===== src/rtl/dram_ctrl_pkg.sv =====
package dram_ctrl_pkg;
  typedef enum logic [2:0] {
    ST_IDLE, ST_ROW, ST_MUX, ST_COL, ST_RF_ROR, ST_RF_CAS, ST_RF_RAS
  } dram_st_e;

  typedef enum logic [1:0] {SEL_LIVE, SEL_ROW, SEL_COL, SEL_RF} mux_sel_e;
endpackage


===== src/rtl/dram_run_cnt.sv =====
// Counts consecutive clocks with level_i high, saturating.
module dram_run_cnt #(
  parameter int CW      = 4,
  parameter bit SAT_RST = 1'b0
) (
  input  logic          clk_i,
  input  logic          rst_ni,
  input  logic          level_i,
  output logic [CW-1:0] cnt_o
);
  always_ff @(posedge clk_i or negedge rst_ni) begin
    if (!rst_ni)               cnt_o <= {CW{SAT_RST}};
    else if (!level_i)         cnt_o <= '0;
    else if (cnt_o != '1)      cnt_o <= cnt_o + 1'b1;
  end
endmodule


===== src/rtl/dram_rfsh_ext.sv =====
// Widens the 7-bit processor refresh count for deeper refresh sequences.
module dram_rfsh_ext #(
  parameter int ROW_W = 9,
  parameter int EXT_W = 2
) (
  input  logic             clk_i,
  input  logic             rst_ni,
  input  logic             load_i,
  input  logic [6:0]       addr_i,
  output logic [ROW_W-1:0] row_o
);
  logic [6:0]       last_q;
  logic [ROW_W-1:0] row_d;

  generate
    if (EXT_W > 0) begin : g_ext
      logic [EXT_W-1:0] ext_q, ext_d;
      assign ext_d = (last_q == 7'h7f && addr_i == 7'h00) ? ext_q + 1'b1 : ext_q;
      always_ff @(posedge clk_i or negedge rst_ni) begin
        if (!rst_ni)     ext_q <= '0;
        else if (load_i) ext_q <= ext_d;
      end
      always_comb begin
        row_d = '0;
        row_d[6:0] = addr_i;
        row_d[7 +: EXT_W] = ext_d;
      end
    end else begin : g_plain
      always_comb begin
        row_d = '0;
        row_d[6:0] = addr_i;
      end
    end
  endgenerate

  always_ff @(posedge clk_i or negedge rst_ni) begin
    if (!rst_ni) begin
      last_q <= '0;
      row_o  <= '0;
    end else if (load_i) begin
      last_q <= addr_i;
      row_o  <= row_d;
    end
  end
endmodule


===== src/rtl/dram_addr_mux.sv =====
module dram_addr_mux
  import dram_ctrl_pkg::*;
#(
  parameter int ROW_W = 9
) (
  input  mux_sel_e           sel_i,
  input  logic [ROW_W-1:0]   live_row_i,
  input  logic [2*ROW_W-1:0] phys_q_i,
  input  logic [ROW_W-1:0]   rf_row_i,
  output logic [ROW_W-1:0]   addr_o
);
  always_comb begin
    unique case (sel_i)
      SEL_LIVE: addr_o = live_row_i;
      SEL_ROW:  addr_o = phys_q_i[ROW_W-1:0];
      SEL_COL:  addr_o = phys_q_i[2*ROW_W-1:ROW_W];
      default:  addr_o = rf_row_i;
    endcase
  end
endmodule


===== src/rtl/dram_strobe_ctrl.sv =====
module dram_strobe_ctrl
  import dram_ctrl_pkg::*;
#(
  parameter int PAGE_W      = 2,
  parameter int EXT_W       = 2,
  parameter int T_RAS       = 4,
  parameter int T_RP        = 3,
  parameter int T_CAS       = 2,
  parameter int T_CP        = 2,
  parameter int T_MUX       = 1,
  parameter int T_CSR       = 1,
  parameter bit CBR_REFRESH = 1'b0
) (
  input  logic                      clk_i,
  input  logic                      rst_ni,
  input  logic                      mreq_ni,
  input  logic                      rd_ni,
  input  logic                      wr_ni,
  input  logic                      rfsh_ni,
  input  logic [15:0]               addr_i,
  input  logic [PAGE_W-1:0]         page_i,
  input  logic [6:0]                rfsh_addr_i,
  output logic                      ras_no,
  output logic                      cas_no,
  output logic                      we_no,
  output logic                      oe_no,
  output logic [(16+PAGE_W)/2-1:0]  dram_addr_o
);
  localparam int PHYS_W = 16 + PAGE_W;
  localparam int ROW_W  = PHYS_W / 2;
  localparam int T_PRE  = (T_RP > T_CP) ? T_RP : T_CP;
  localparam int CW     = $clog2(T_RAS + T_RP + T_CAS + T_CP + T_MUX + T_CSR + 2);
  localparam logic [CW-1:0] RAS_M1 = CW'(T_RAS - 1);
  localparam logic [CW-1:0] CAS_M1 = CW'(T_CAS - 1);
  localparam logic [CW-1:0] PRE_M1 = CW'(T_PRE - 1);
  localparam logic [CW-1:0] CSR_M1 = CW'(T_CSR - 1);
  localparam logic [CW-1:0] MUX_N  = CW'(T_MUX);
  localparam dram_st_e RF_FIRST = CBR_REFRESH ? ST_RF_CAS : ST_RF_ROR;

  dram_st_e           st_q, st_d;
  logic               start_acc, start_rf;
  logic               ras_low, cas_low;
  logic [CW-1:0]      ras_cnt, cas_cnt, hi_cnt;
  logic [PHYS_W-1:0]  phys_live, phys_q;
  logic               op_wr_q;
  logic               rf_req, rf_req_q, rf_edge, pend_q;
  logic [ROW_W-1:0]   rf_row, rf_act_q;
  mux_sel_e           sel;

  assign phys_live = {page_i, addr_i};
  assign rf_req    = ~rfsh_ni & ~mreq_ni;
  assign rf_edge   = rf_req & ~rf_req_q;
  wire   acc_req   = ~mreq_ni & rfsh_ni & (~rd_ni | ~wr_ni);

  assign ras_low = st_q inside {ST_ROW, ST_MUX, ST_COL, ST_RF_ROR, ST_RF_RAS};
  assign cas_low = st_q inside {ST_COL, ST_RF_CAS, ST_RF_RAS};

  dram_run_cnt #(.CW(CW), .SAT_RST(1'b0)) u_ras_lo (
    .clk_i(clk_i), .rst_ni(rst_ni), .level_i(ras_low),  .cnt_o(ras_cnt));
  dram_run_cnt #(.CW(CW), .SAT_RST(1'b0)) u_cas_lo (
    .clk_i(clk_i), .rst_ni(rst_ni), .level_i(cas_low),  .cnt_o(cas_cnt));
  dram_run_cnt #(.CW(CW), .SAT_RST(1'b1)) u_ras_hi (
    .clk_i(clk_i), .rst_ni(rst_ni), .level_i(!ras_low), .cnt_o(hi_cnt));

  dram_rfsh_ext #(.ROW_W(ROW_W), .EXT_W(EXT_W)) u_ext (
    .clk_i(clk_i), .rst_ni(rst_ni), .load_i(rf_edge),
    .addr_i(rfsh_addr_i), .row_o(rf_row));

  always_comb begin
    st_d      = st_q;
    start_acc = 1'b0;
    start_rf  = 1'b0;
    unique case (st_q)
      ST_IDLE:
        if (hi_cnt >= PRE_M1) begin
          if (pend_q) begin
            start_rf = 1'b1;
            st_d     = RF_FIRST;
          end else if (acc_req) begin
            start_acc = 1'b1;
            st_d      = ST_ROW;
          end
        end
      ST_ROW:    st_d = ST_MUX;
      ST_MUX:    if (ras_cnt >= MUX_N) st_d = ST_COL;
      ST_COL:    if (cas_cnt >= CAS_M1 && ras_cnt >= RAS_M1 && mreq_ni) st_d = ST_IDLE;
      ST_RF_ROR: if (ras_cnt >= RAS_M1) st_d = ST_IDLE;
      ST_RF_CAS: if (cas_cnt >= CSR_M1) st_d = ST_RF_RAS;
      ST_RF_RAS: if (ras_cnt >= RAS_M1) st_d = ST_IDLE;
      default:   st_d = ST_IDLE;
    endcase
  end

  always_ff @(posedge clk_i or negedge rst_ni) begin
    if (!rst_ni) begin
      st_q     <= ST_IDLE;
      phys_q   <= '0;
      op_wr_q  <= 1'b0;
      rf_req_q <= 1'b0;
      pend_q   <= 1'b0;
      rf_act_q <= '0;
    end else begin
      st_q     <= st_d;
      rf_req_q <= rf_req;
      if (start_acc) begin
        phys_q  <= phys_live;
        op_wr_q <= ~wr_ni;
      end
      if (start_rf) rf_act_q <= rf_row;
      // a new request outranks the clear so none is lost
      if (rf_edge)       pend_q <= 1'b1;
      else if (start_rf) pend_q <= 1'b0;
    end
  end

  always_comb begin
    unique case (st_q)
      ST_IDLE:       sel = pend_q ? SEL_RF : SEL_LIVE;
      ST_ROW:        sel = SEL_ROW;
      ST_MUX, ST_COL: sel = SEL_COL;
      default:       sel = SEL_RF;
    endcase
  end

  dram_addr_mux #(.ROW_W(ROW_W)) u_mux (
    .sel_i(sel), .live_row_i(phys_live[ROW_W-1:0]), .phys_q_i(phys_q),
    .rf_row_i((st_q == ST_IDLE) ? rf_row : rf_act_q), .addr_o(dram_addr_o));

  assign ras_no = ~ras_low;
  assign cas_no = ~cas_low;
  assign we_no  = ~(op_wr_q && (st_q inside {ST_ROW, ST_MUX, ST_COL}));
  assign oe_no  = ~(!op_wr_q && st_q == ST_COL);

  // pin-level run lengths for the timing assertions
  logic [CW-1:0] a_ras_lo, a_ras_hi, a_cas_lo;
  always_ff @(posedge clk_i or negedge rst_ni) begin
    if (!rst_ni) begin
      a_ras_lo <= '0;
      a_ras_hi <= '1;
      a_cas_lo <= '0;
    end else begin
      a_ras_lo <= ras_no  ? '0 : (a_ras_lo == '1 ? a_ras_lo : a_ras_lo + 1'b1);
      a_ras_hi <= !ras_no ? '0 : (a_ras_hi == '1 ? a_ras_hi : a_ras_hi + 1'b1);
      a_cas_lo <= cas_no  ? '0 : (a_cas_lo == '1 ? a_cas_lo : a_cas_lo + 1'b1);
    end
  end

  assert_ras_active_R2: assert property (@(posedge clk_i) disable iff (!rst_ni)
    $rose(ras_no) |-> a_ras_lo >= CW'(T_RAS));
  assert_ras_precharge_R3: assert property (@(posedge clk_i) disable iff (!rst_ni)
    $fell(ras_no) |-> a_ras_hi >= CW'(T_PRE));
  assert_cas_active_R4: assert property (@(posedge clk_i) disable iff (!rst_ni)
    $rose(cas_no) |-> a_cas_lo >= CW'(T_CAS));
  assert_row_setup_R5: assert property (@(posedge clk_i) disable iff (!rst_ni)
    $fell(ras_no) |-> $stable(dram_addr_o));
  assert_col_hold_R5: assert property (@(posedge clk_i) disable iff (!rst_ni)
    (!cas_no && $past(!cas_no)) |-> $stable(dram_addr_o));
  assert_we_settled_R6: assert property (@(posedge clk_i) disable iff (!rst_ni)
    $fell(cas_no) |-> $stable(we_no));
  assert_oe_not_on_write_R7: assert property (@(posedge clk_i) disable iff (!rst_ni)
    !we_no |-> oe_no);
  assert_rf_ras_with_cas_R11: assert property (@(posedge clk_i) disable iff (!rst_ni)
    (CBR_REFRESH && $rose(ras_no)) |-> cas_no);
endmodule


===== config.mk =====
export PLATFORM = sky130hd
export DESIGN_NAME = dram_strobe_ctrl
export DESIGN_NICKNAME = d
export VERILOG_FILES = /design/src/rtl/dram_ctrl_pkg.sv /design/src/rtl/dram_run_cnt.sv /design/src/rtl/dram_rfsh_ext.sv /design/src/rtl/dram_addr_mux.sv /design/src/rtl/dram_strobe_ctrl.sv
export SDC_FILE = /design/constraint.sdc
export NUM_CORES = 1
export LEC_CHECK = 0
export ABC_AREA = 1
export CORE_ASPECT_RATIO = 2
export CORE_UTILIZATION = 54
export DETAILED_ROUTE_END_ITERATION = 10
export PLACE_DENSITY = 0.87
export SLEW_MARGIN = 20
export SYNTH_ARGS = -nofsm -noshare
export SYNTH_HDL_FRONTEND = slang
export SYNTH_SLANG_ARGS = --single-unit

===== constraint.sdc =====
create_clock -name clk_i -period 1.97 [get_ports clk_i]
set_input_delay 0.197 -clock clk_i [delete_from_list [all_inputs] [get_ports clk_i]]
set_output_delay 0.197 -clock clk_i [all_outputs]
set_load 0.01 [all_outputs]

==> qor.txt <==
Status -> finished with violations
Failing checks -> negative setup slack
Die width -> 54.32 µm
# IOs -> 44
Max_cap viols -> 0
Yosys top cell by area -> dfrtp_1
Slew at the pin with the worst max-slew slack -> 0.2838 ns
Final setup fails -> 1
Clk pin slew, worst setup/hold paths -> 0.10 ns
Clock Skew -> 0.006182 ns
Syn Std Cell Area -> 2957 µm²
DRC violations left -> 0
Most numerous cell in the Yosys netlist -> nand2_1
Clk Latency, worst-skew pair -> 0.31 ns
Post-synth top area share -> 42.32%
RSZ-0062 raised after global routing -> yes
Number of diodes -> 0
Yosys reg bits -> 54
Placement Cell Area -> 3528 µm²
Sw Ratio -> 41.75%
# rows -> 37
First-pass GRT wire length -> 11730 µm
Final ANT Viol Nets -> 0
Reg2Reg Launch Point -> u_ras_hi.cnt_o[0]
Port Buffer Count -> 43
Starting Density -> 57.02%
Final instance area -> 3701 µm²
Psw -> 2.158 mW
DR vias -> 2700
Number of synthesized flops with an enable pin -> 0
Nets -> 475
Pwr dens -> 1397 nW/µm²
DIE HEIGHT -> 106.6 µm
CTS tree -> yes
Synth Instances -> 367
Share of cells above drive strength 1 -> 20.14%
Final std cells w/o fill -> 495
Die area -> 5793 µm²
CTS Buffer Depth -> 2
Crit path DAT -> 1.80 ns
Final hold viol count -> 0
Syn_nets -> 406
Top cells by area, synth -> dfrtp_1 (42%), nand2_1 (11%), o21ai_0 (6.3%)
Hpwl dp -> 5144 µm
Total power -> 5.169 mW
Async set-reset flop share out of synthesis -> 100.0%
CTS Root Cell -> clkbuf_8
Syn avg cell area -> 8.056 µm²
Setup crit start kind -> register
Utilization after layout -> 71.38%
Crit path max fanout -> 4
R2R Setup Slk -> 0.21 ns
CTS sink count -> 54
Fillers -> 383
P&R area growth vs syn -> 25.18%
WL per Instance -> 13.96 µm
CP required -> 1.77 ns
Library cells used by synthesis -> 31
Combinational fraction of design power -> 50.7%
CP Class -> register to output port
Worst min path class -> primary input to async pin
Int Pwr -> 3.011 mW
Reg2reg end -> phys_q[9]
Drt pass-1 iters -> 4
H-tree Lvls -> 2
Fin crit share -> 101.2%
WL final -> 6911 µm
Sequential fraction of the synthesis area -> 45.87%
R2R cell count -> 8
Largest net degree at the start of global routing -> 55
IR drop worst, VDD -> 1058 µV
Placement Setup Slack -> -0.001941 ns
CP endpoint kind -> output port
DRT iter0 DRCs -> 95
Final max-slew violation count -> 0
Total GRT Usage -> 27.79%
Placed cells -> 476
Antenna violations before repair -> 0
Seq pwr share -> 34.8%
Post-route setup slack -> -0.02407 ns
Core area -> 5185 µm²
Clock Power Share -> 14.6%
Rel. slew slack -> 81.08%
Grt ovf -> 0
LEAKAGE -> 1.819 nW
Vias in the first global route -> 2773
Via density -> 5.455
Minimum clock period -> 1.994 ns
Main flop type after synthesis -> dfrtp_1
CTS Buf Count -> 5
Max Clk Rate -> 501.5 MHz
GPL Wtd Cong -> 0.9091
Post-synth top cells -> nand2_1 (83), dfrtp_1 (50), inv_1 (48)
Ys Warns -> 0
worst max-delay path by stage:
stage	from	end	slack, ns	depth (start not counted)
final	st_q[0]	dram_addr_o[7]	-0.02	8
after global routing	st_q[0]	dram_addr_o[7]	-0.07	8
after CTS	st_q[1]	dram_addr_o[7]	-0.07	8
after detailed placement	st_q[1]	dram_addr_o[7]	-0.002	6
after global placement	st_q[1]	dram_addr_o[7]	0.06	6
after floorplan	u_ras_hi.cnt_o[0]	phys_q[0]	0.45	8
per-stage QoR:
| stage | setup TNS (ns) | hold WS [ns] |
|---|---|---|
| 4_1_cts | -0.07428 | 0.4139 |
| 2_1_floorplan | 0 | -0.09859 |
| 3_5_place_dp | -0.001941 | 0.2179 |
| 5_1_grt | -0.1037 | 0.4443 |
| 6_report | -0.02407 | 0.3946 |
| 3_3_place_gp | 0 | 0.2127 |
routing by layer:
metal	global-route usage (%)	wire (µm)	up-vias	share of wire [%]
li1	-	-	1317	-
met1	30.39	2531	1267	37
met2	47.74	3824	91	55
met3	5.674	269	25	3.9
met4	13.92	285	0	4.1
met5	0	0	-	0
power by group through the flow:
stage               Combinational (mW)  Clock, mW  Sequential (mW)
floorplan                         1.58          0             1.70
global placement                  2.52          0             1.78
detailed placement                2.60          0             1.79
CTS                               2.60      0.761             1.78
global route                      2.89      0.800             1.83
finish                            2.62      0.752             1.80
final cells by class:
type	count	area (µm²)	share of cell area, %
clock buffers	6	72.57	1.961
clock inverters	2	37.54	1.014
repair buffers	72	631.9	17.07
multi-input cells	250	1323	35.73
inverters	53	203.9	5.510
well taps	58	72.57	1.961
flip-flops and latches	54	1360	36.75
critical path: stages, from the launching register on:
cell,delay [ns]
dfrtp_2,0.46
nor2_8,0.18
nand2_2,0.07
nand2_2,0.09
buf_6,0.11
buf_4,0.09
o21ai_0,0.08
o21ai_1,0.22
buf_2,0.17
flip-flops by register name, indices dropped and copies added (netlist names), 3 cells and up:
signal / cells
phys_q: 18
rf_act_q: 9
st_q: 3
u_cas_lo.cnt_o: 4
u_ext.row_o: 9
u_ras_hi.cnt_o: 4
u_ras_lo.cnt_o: 4
cell families (layout without fill, tap and decap cells):
kind of cell    count (synthesis)  count (layout)  share of synthesized area, %
compound gates                 80              80                         16.12
buf+inv                        63             133                         9.648
xor+xnor                        3               3                        0.8889
flops                          54              54                         45.87
simple gates                  159             159                         24.08
fa+ha+maj                       8               8                         3.386
repair_timing:
| action | in CTS | in global routing |
|---|---|---|
| gates resized for setup | 29 | 14 |
| setup buffers | 8 | 2 |
| hold buffers | 1 | 0 |
| setup endpoints to repair | 12 | 9 |
| endpoints found under the hold margin | 50 | 0 |
| pin swaps | 3 | 3 |
cells in the final DEF, fill, tap and decap left out, types with 2 or more instances in the layout:
cell type        netlist  final
a211oi_1               2      2
a21oi_1                9      9
buf_12                 0      2
buf_2                  2      3
buf_4                  2     25
clkbuf_2               1      6
clkbuf_8               0      5
clkdlybuf4s50_1        0     29
dfrtp_1               50     47
dfrtp_2                0      3
dfstp_2                4      4
dlygate4sd2_1          0      4
ha_1                   8      8
inv_1                 48     48
inv_2                  5      4
nand2_1               83     81
nand2_2                2      4
nand3_1               24     24
nand3_2                2      2
nand4_1                4      4
nor2_1                31     30
nor2_2                 4      5
nor2_4                 2      2
nor3_1                 4      4
o21ai_0               37     36
o21ai_1               13     14
o21ai_2               15     15
xor2_1                 3      3
Note: power is estimated with default switching activity, not from simulation.
